## src/rtl/ibc_pkg.sv

```systemverilog
package ibc_pkg;

   // Status word; first field is the most significant bit, so ie lands on bit 0.
   typedef struct packed {
      logic vms;
      logic vm;
      logic ums;
      logic um;
      logic eip;
      logic bip;
      logic ie;
   } ibc_stat_t;

   localparam int STAT_W = $bits(ibc_stat_t);

   typedef enum logic [1:0] {
      EV_NONE = 2'd0,
      EV_INT  = 2'd1,
      EV_BRK  = 2'd2,
      EV_NMB  = 2'd3
   } ibc_ev_e;

   function automatic logic is_break(input ibc_ev_e ev);
      return (ev == EV_BRK) || (ev == EV_NMB);
   endfunction

endpackage

```

## src/rtl/ibc_arbiter.sv

```systemverilog
module ibc_arbiter
   import ibc_pkg::*;
#(
   parameter bit NMB_OVER_BIP = 1'b1
) (
   input  logic      irq,
   input  logic      brk,
   input  logic      nmb,
   input  ibc_stat_t st,
   output ibc_ev_e   ev
);

   logic nmb_ok;
   logic brk_ok;
   logic irq_ok;

   generate
      if (NMB_OVER_BIP) begin : g_nmb_free
         assign nmb_ok = nmb;
      end else begin : g_nmb_gated
         assign nmb_ok = nmb & ~st.bip;
      end
   endgenerate

   assign brk_ok = brk & ~st.bip;
   assign irq_ok = irq & st.ie & ~st.bip & ~st.eip;

   always_comb begin
      if (nmb_ok) begin
         ev = EV_NMB;
      end else if (brk_ok) begin
         ev = EV_BRK;
      end else if (irq_ok) begin
         ev = EV_INT;
      end else begin
         ev = EV_NONE;
      end
   end

endmodule

```

## src/rtl/ibc_status.sv

```systemverilog
module ibc_status
   import ibc_pkg::*;
(
   input  logic      clk,
   input  logic      rst,
   input  ibc_ev_e   ev,
   input  logic      rti,
   input  logic      rtb,
   input  logic      wr,
   input  ibc_stat_t wdata,
   output ibc_stat_t st
);

   ibc_stat_t st_q;
   ibc_stat_t st_d;

   always_comb begin
      st_d = st_q;
      if (is_break(ev)) begin
         st_d.bip = 1'b1;
         st_d.ums = st_q.um;
         st_d.um  = 1'b0;
         st_d.vms = st_q.vm;
         st_d.vm  = 1'b0;
      end else if (ev == EV_INT) begin
         st_d.ie = 1'b0;
      end else if (rtb) begin
         st_d.bip = 1'b0;
         st_d.um  = st_q.ums;
         st_d.vm  = st_q.vms;
      end else if (rti) begin
         st_d.ie  = 1'b1;
         st_d.um  = st_q.ums;
         st_d.vm  = st_q.vms;
      end else if (wr) begin
         st_d = wdata;
      end
   end

   always_ff @(posedge clk) begin
      if (rst) begin
         st_q <= '0;
      end else begin
         st_q <= st_d;
      end
   end

   assign st = st_q;


   brk_mode_save_chk: assert property (@(posedge clk) disable iff (rst)
      is_break(ev) |=> (st_q.ums == $past(st_q.um)) && (st_q.vms == $past(st_q.vm))
                       && !st_q.um && !st_q.vm);


   rtb_restore_chk: assert property (@(posedge clk) disable iff (rst)
      (rtb && ev == EV_NONE) |=> !st_q.bip && (st_q.um == $past(st_q.ums))
                                 && (st_q.vm == $past(st_q.vms)));


   rti_rearm_chk: assert property (@(posedge clk) disable iff (rst)
      (rti && !rtb && ev == EV_NONE) |=> st_q.ie);

endmodule

```

## src/rtl/ibc_redirect.sv

```systemverilog
module ibc_redirect
   import ibc_pkg::*;
#(
   parameter int              ADDR_W    = 32,
   parameter int              IDX_W     = 5,
   parameter logic [ADDR_W-1:0] INT_VEC = '0,
   parameter logic [ADDR_W-1:0] BRK_VEC = '0,
   parameter int              INT_IDX   = 14,
   parameter int              BRK_IDX   = 16,
   parameter bit              ZERO_IDLE = 1'b1
) (
   input  logic              clk,
   input  logic              rst,
   input  ibc_ev_e           ev,
   input  logic [ADDR_W-1:0] pc,
   output logic              redirect,
   output logic [ADDR_W-1:0] vec,
   output logic              we,
   output logic [IDX_W-1:0]  waddr,
   output logic [ADDR_W-1:0] wdata
);

   localparam logic [IDX_W-1:0] INT_IDX_L = IDX_W'(INT_IDX);
   localparam logic [IDX_W-1:0] BRK_IDX_L = IDX_W'(BRK_IDX);

   logic              take;
   logic [ADDR_W-1:0] vec_sel;
   logic [IDX_W-1:0]  idx_sel;

   assign take    = (ev != EV_NONE);
   assign vec_sel = is_break(ev) ? BRK_VEC : INT_VEC;
   assign idx_sel = is_break(ev) ? BRK_IDX_L : INT_IDX_L;

   always_ff @(posedge clk) begin
      if (rst) begin
         redirect <= 1'b0;
         we       <= 1'b0;
      end else begin
         redirect <= take;
         we       <= take;
      end
   end

   generate
      if (ZERO_IDLE) begin : g_zero_idle
         always_ff @(posedge clk) begin
            if (rst || !take) begin
               vec   <= '0;
               waddr <= '0;
               wdata <= '0;
            end else begin
               vec   <= vec_sel;
               waddr <= idx_sel;
               wdata <= pc;
            end
         end
      end else begin : g_hold_last
         always_ff @(posedge clk) begin
            if (rst) begin
               vec   <= '0;
               waddr <= '0;
               wdata <= '0;
            end else if (take) begin
               vec   <= vec_sel;
               waddr <= idx_sel;
               wdata <= pc;
            end
         end
      end
   endgenerate


   ret_pc_chk: assert property (@(posedge clk) disable iff (rst)
      take |=> redirect && we && (wdata == $past(pc)));

endmodule

```

## src/rtl/irq_brk_ctrl.sv

```systemverilog
module irq_brk_ctrl
   import ibc_pkg::*;
#(
   parameter int              ADDR_W       = 32,
   parameter int              IDX_W        = 5,
   parameter logic [ADDR_W-1:0] BASE_VEC   = 32'h0000_4000,
   parameter int              INT_OFS      = 'h10,
   parameter int              BRK_OFS      = 'h18,
   parameter int              INT_IDX      = 14,
   parameter int              BRK_IDX      = 16,
   parameter bit              NMB_OVER_BIP = 1'b1,
   parameter bit              ZERO_IDLE    = 1'b1
) (
   input  logic              clk,
   input  logic              rst,
   input  logic              irq_i,
   input  logic              brk_i,
   input  logic              nmbrk_i,
   input  logic [ADDR_W-1:0] dec_pc_i,
   input  logic              rti_i,
   input  logic              rtb_i,
   input  logic              st_wr_i,
   input  logic [6:0]        st_wdata_i,
   output logic [6:0]        status_o,
   output logic              redirect_o,
   output logic [ADDR_W-1:0] vec_addr_o,
   output logic              rf_we_o,
   output logic [IDX_W-1:0]  rf_waddr_o,
   output logic [ADDR_W-1:0] rf_wdata_o
);

   localparam logic [ADDR_W-1:0] INT_VEC   = BASE_VEC + ADDR_W'(INT_OFS);
   localparam logic [ADDR_W-1:0] BRK_VEC   = BASE_VEC + ADDR_W'(BRK_OFS);
   localparam logic [IDX_W-1:0]  INT_IDX_L = IDX_W'(INT_IDX);
   localparam logic [IDX_W-1:0]  BRK_IDX_L = IDX_W'(BRK_IDX);

   generate
      if (ADDR_W < 8) begin : g_bad_addr
         $error("ADDR_W too small");
      end
      if (INT_OFS == BRK_OFS) begin : g_bad_ofs
         $error("interrupt and break offsets must differ");
      end
      if (INT_IDX == BRK_IDX) begin : g_bad_idx
         $error("return register indices must differ");
      end
      if (INT_IDX >= (1 << IDX_W) || BRK_IDX >= (1 << IDX_W)) begin : g_bad_w
         $error("register index does not fit IDX_W");
      end
      if (STAT_W != 7) begin : g_bad_stat
         $error("status word must be 7 bits");
      end
   endgenerate

   ibc_stat_t st;
   ibc_ev_e   ev;

   ibc_arbiter #(
      .NMB_OVER_BIP(NMB_OVER_BIP)
   ) u_arb (
      .irq(irq_i),
      .brk(brk_i),
      .nmb(nmbrk_i),
      .st (st),
      .ev (ev)
   );

   ibc_status u_stat (
      .clk  (clk),
      .rst  (rst),
      .ev   (ev),
      .rti  (rti_i),
      .rtb  (rtb_i),
      .wr   (st_wr_i),
      .wdata(ibc_stat_t'(st_wdata_i)),
      .st   (st)
   );

   ibc_redirect #(
      .ADDR_W   (ADDR_W),
      .IDX_W    (IDX_W),
      .INT_VEC  (INT_VEC),
      .BRK_VEC  (BRK_VEC),
      .INT_IDX  (INT_IDX),
      .BRK_IDX  (BRK_IDX),
      .ZERO_IDLE(ZERO_IDLE)
   ) u_redir (
      .clk     (clk),
      .rst     (rst),
      .ev      (ev),
      .pc      (dec_pc_i),
      .redirect(redirect_o),
      .vec     (vec_addr_o),
      .we      (rf_we_o),
      .waddr   (rf_waddr_o),
      .wdata   (rf_wdata_o)
   );

   assign status_o = st;


   reset_clear_chk: assert property (@(posedge clk)
      rst |=> (status_o == '0) && !redirect_o && !rf_we_o);


   int_gate_chk: assert property (@(posedge clk) disable iff (rst)
      (redirect_o && rf_waddr_o == INT_IDX_L) |->
         $past(st.ie) && !$past(st.bip) && !$past(st.eip) && (vec_addr_o == INT_VEC));


   int_once_chk: assert property (@(posedge clk) disable iff (rst)
      (redirect_o && rf_waddr_o == INT_IDX_L) |-> !st.ie);


   brk_entry_chk: assert property (@(posedge clk) disable iff (rst)
      (redirect_o && rf_waddr_o == BRK_IDX_L) |-> st.bip && (vec_addr_o == BRK_VEC));


   bip_block_chk: assert property (@(posedge clk) disable iff (rst)
      (st.bip && !nmbrk_i) |=> !redirect_o);


   brk_first_chk: assert property (@(posedge clk) disable iff (rst)
      (brk_i && irq_i && !st.bip) |=> redirect_o && (rf_waddr_o == BRK_IDX_L));


   strobe_pair_chk: assert property (@(posedge clk) disable iff (rst)
      redirect_o == rf_we_o);

endmodule

```

## config.mk

```make
export PLATFORM = sky130hd
export DESIGN_NAME = irq_brk_ctrl
export DESIGN_NICKNAME = d
export VERILOG_FILES = /design/src/rtl/ibc_pkg.sv /design/src/rtl/ibc_arbiter.sv /design/src/rtl/ibc_status.sv /design/src/rtl/ibc_redirect.sv /design/src/rtl/irq_brk_ctrl.sv
export SDC_FILE = /design/constraint.sdc
export NUM_CORES = 1
export LEC_CHECK = 0
export ABC_AREA = 1
export ABC_CLOCK_PERIOD_IN_PS = 1800
export CAP_MARGIN = 5
export CORE_AREA = 2 2 75 77
export CTS_CLUSTER_SIZE = 10
export DETAILED_ROUTE_END_ITERATION = 8
export DIE_AREA = 0 0 77 79
export PLACE_DENSITY = 0.77
export SLEW_MARGIN = 20
export SYNTH_ARGS = -nofsm -noshare
export SYNTH_HDL_FRONTEND = slang
export SYNTH_SLANG_ARGS = --single-unit
```

## constraint.sdc

```tcl
create_clock -name clk -period 1.8 [get_ports clk]
set_clock_uncertainty 0.2 [all_clocks]
set_input_delay 0.18 -clock clk [delete_from_list [all_inputs] [get_ports clk]]
set_output_delay 0.18 -clock clk [all_outputs]
set_load 0.005 [all_outputs]
```

==> results_dict.tcl <==
set metrics [dict create \
    clkTransAtPathRegs_ns 0.08 \
    path_delay_family "buffers and inverters" \
    die_y_um 79 \
    htreeDepth 2 \
    p_sw_mw 0.475 \
    path_max_fanout 3 \
    power_frac_clock_pct 35.3 \
    cts_made_buffers 5 \
    hold_violations 0 \
    drt-met1-wl_mm 1.59 \
    drive_gt1_share_pct 5.88 \
    rows 27 \
    cts.path.max_buffers 2 \
    area_delta_synth_final_pct 56.8 \
    grt_pass1_vias 1268 \
    path_cells "clkdlybuf4s50_1" \
    switching_share_pct 22.6 \
    wl_met2_mm 1.73 \
    routed-via-count 1436 \
    synth_warnings 0 \
    vias_per_cell 3.80 \
    finalSetupTns_ns 0 \
    maxCapViolCount 0 \
    finalCritPeriodShare_pct 89.4 \
    worstSetupStartpointType "flop" \
    setup_viol 0 \
    clkLatencyLatePin_ns 0.29 \
    cts_root_buf "clkbuf_8" \
    min_from "dec_pc_i[19]" \
    ioPinCount 125 \
    hold_class "input port to flop" \
    cp-startpoint "u_stat.st[4]$_SDFFE_PP0P_" \
    cts_tree "done" \
    internal_power_mw 1.63 \
    fin_area_mm2 0.00269 \
    rsz0062_at_grt "false" \
    p_per_area_mw_per_mm2 781 \
    die_w_um 77 \
    drt-initial-drc-count 37 \
    cp_num_buf_inv 1 \
    final_cell_mix "clkdlybuf4s50_1, dfxtp_1, inv_1, nor2_1, conb_1" \
    antenna_found_initial 0 \
    syn-instance-count 212 \
    hpwl_mm 2.97 \
    cts_resized 0 \
    synth_area_mm2 0.00172 \
    sequentialPowerShare_pct 48.5 \
    netlist.area_leader.share_pct 50.1 \
    slew_viol_final 0 \
    placed_area_mm2 0.00258 \
    gp_congestion 0.838 \
    grt-ovfl-total 0 \
    initial_core_util_pct 32.2 \
    finalCriticalPeriod_ns 1.61 \
    grt_pass1_wl_mm 6.07 \
    status "complete, no violations" \
    hold_buffers 0 \
    layout_commonest_cell "clkdlybuf4s50_1" \
    met3_length_um 424 \
    ant_nets 0 \
    cp_slowest_stage_delay_ns 0.53 \
    cts_sinks 43 \
    synth.top_cells.by_area "dfxtp_1, buf_4, inv_1" \
    worstPathArrival_ns 1.23 \
    coreArea_mm2 0.00534 \
    ys_seq_elements 43 \
    dr.pass1.iters 2 \
    drc 0 \
    wl_mm 3.78 \
    grt.total_usage_pct 12.7 \
    critPathCaptureType "output port" \
    wire_per_inst_um 9.99 \
    post_synth.cell_area_avg_um2 8.10 \
    grt_max_degree 35 \
    crit_type "flop to output port" \
    num-nets-final 352 \
    ir_drop_mv 0.423 \
    fmax_ghz 0.621 \
    r2r-start "u_stat.st[1]$_SDFFE_PP0P_" \
    combPwrFrac_pct 16.3 \
    numPortBuffers 94 \
    critPathSlowestCell "clkdlybuf4s50_1" \
    netlist-cell-type-count 19 \
    antenna_cells 0 \
    post-cts-setup-buffer-count 0 \
    critPathRequiredTime_ns 1.42 \
    top_layer "met4" \
    synth_top_area_cell "dfxtp_1" \
    die_area_mm2 0.00608 \
    seq_area_frac_synth_pct 50.1 \
    cellLeakagePower_nw 1.30 \
]
## layout make-up
| type | count | area [um^2] |
|---|---|---|
| inverters | 43 | 164 |
| repair buffers | 95 | 961 |
| clock inverters | 3 | 43.8 |
| well taps | 72 | 90.1 |
| fillers | 518 | 2640 |
| clock buffers | 5 | 68.8 |
| multi-input cells | 117 | 505 |
| flip-flops and latches | 43 | 861 |
## per-layer routing
| layer | up-vias | global-route usage, % |
|---|---|---|
| li1 | 744 | - |
| met1 | 606 | 14.4 |
| met2 | 82 | 21.5 |
| met3 | 4 | 5.34 |
| met4 | 0 | 4.82 |
| met5 | - | 0 |
## Yosys cell counts
master / count
nand3_1: 5
o21ai_4: 1
a21oi_1: 5
dfxtp_1: 43
nand2_1: 19
buf_6: 3
nor2_4: 1
nor2_2: 1
inv_4: 1
nand2_2: 3
buf_4: 35
o21ai_0: 6
nand4_1: 3
inv_2: 1
inv_1: 41
nor3_1: 1
nor2_1: 41
conb_1: 1
nand2_4: 1
## cells by family (layout without fill, tap and decap cells)
family / after synthesis / count (layout) / synth area share, %
AOI/OAI and AO/OA: 12 / 12 / 4.15
buffers and inverters: 81 / 146 / 26.8
DFF: 43 / 43 / 50.1
other: 1 / 30 / 0.218
and+or+nand+nor: 75 / 75 / 18.7
## power groups by stage
stage                     Clock [mW]  Sequential [mW]  Combinational [mW]
final                          0.742             1.02               0.342
after global routing           0.811             1.03               0.376
after CTS                      0.766             1.02               0.345
after detailed placement           0             1.04               0.344
after global placement             0             1.04               0.339
after floorplan                    0             1.05               0.162
## flip-flops by register name, indices dropped and copies added (netlist names)
name and flops:
u_redir.redirect 1, u_redir.vec 2, u_redir.waddr 1, u_redir.wdata 32, u_stat.st 7
## metrics by stage
stage          util [%]  std cells  power [mW]  hold slack [ns]  setup WS, ns
2_1_floorplan         -        241        1.21           0.0491         0.497
3_5_place_dp       48.4        370        1.39            0.274        0.0664
5_1_grt            50.5        378        2.21            0.201         0.138
6_report           50.5        378        2.10            0.205         0.190
3_3_place_gp       48.4        370        1.38            0.269         0.126
4_1_cts            50.5        378        2.13            0.192         0.171
## final timing paths
path                            slack [ns]  cells after the start                            to
worst min-delay path                  0.20                      3  u_redir.wdata[19]$_SDFF_PP0_
worst min register to register        0.29                      2     u_stat.st[4]$_SDFFE_PP0P_
worst max-delay path                  0.19                      1                   status_o[4]
worst max register to register        0.43                      6   u_redir.wdata[2]$_SDFF_PP0_
Note: power is estimated with default switching activity, not from simulation.
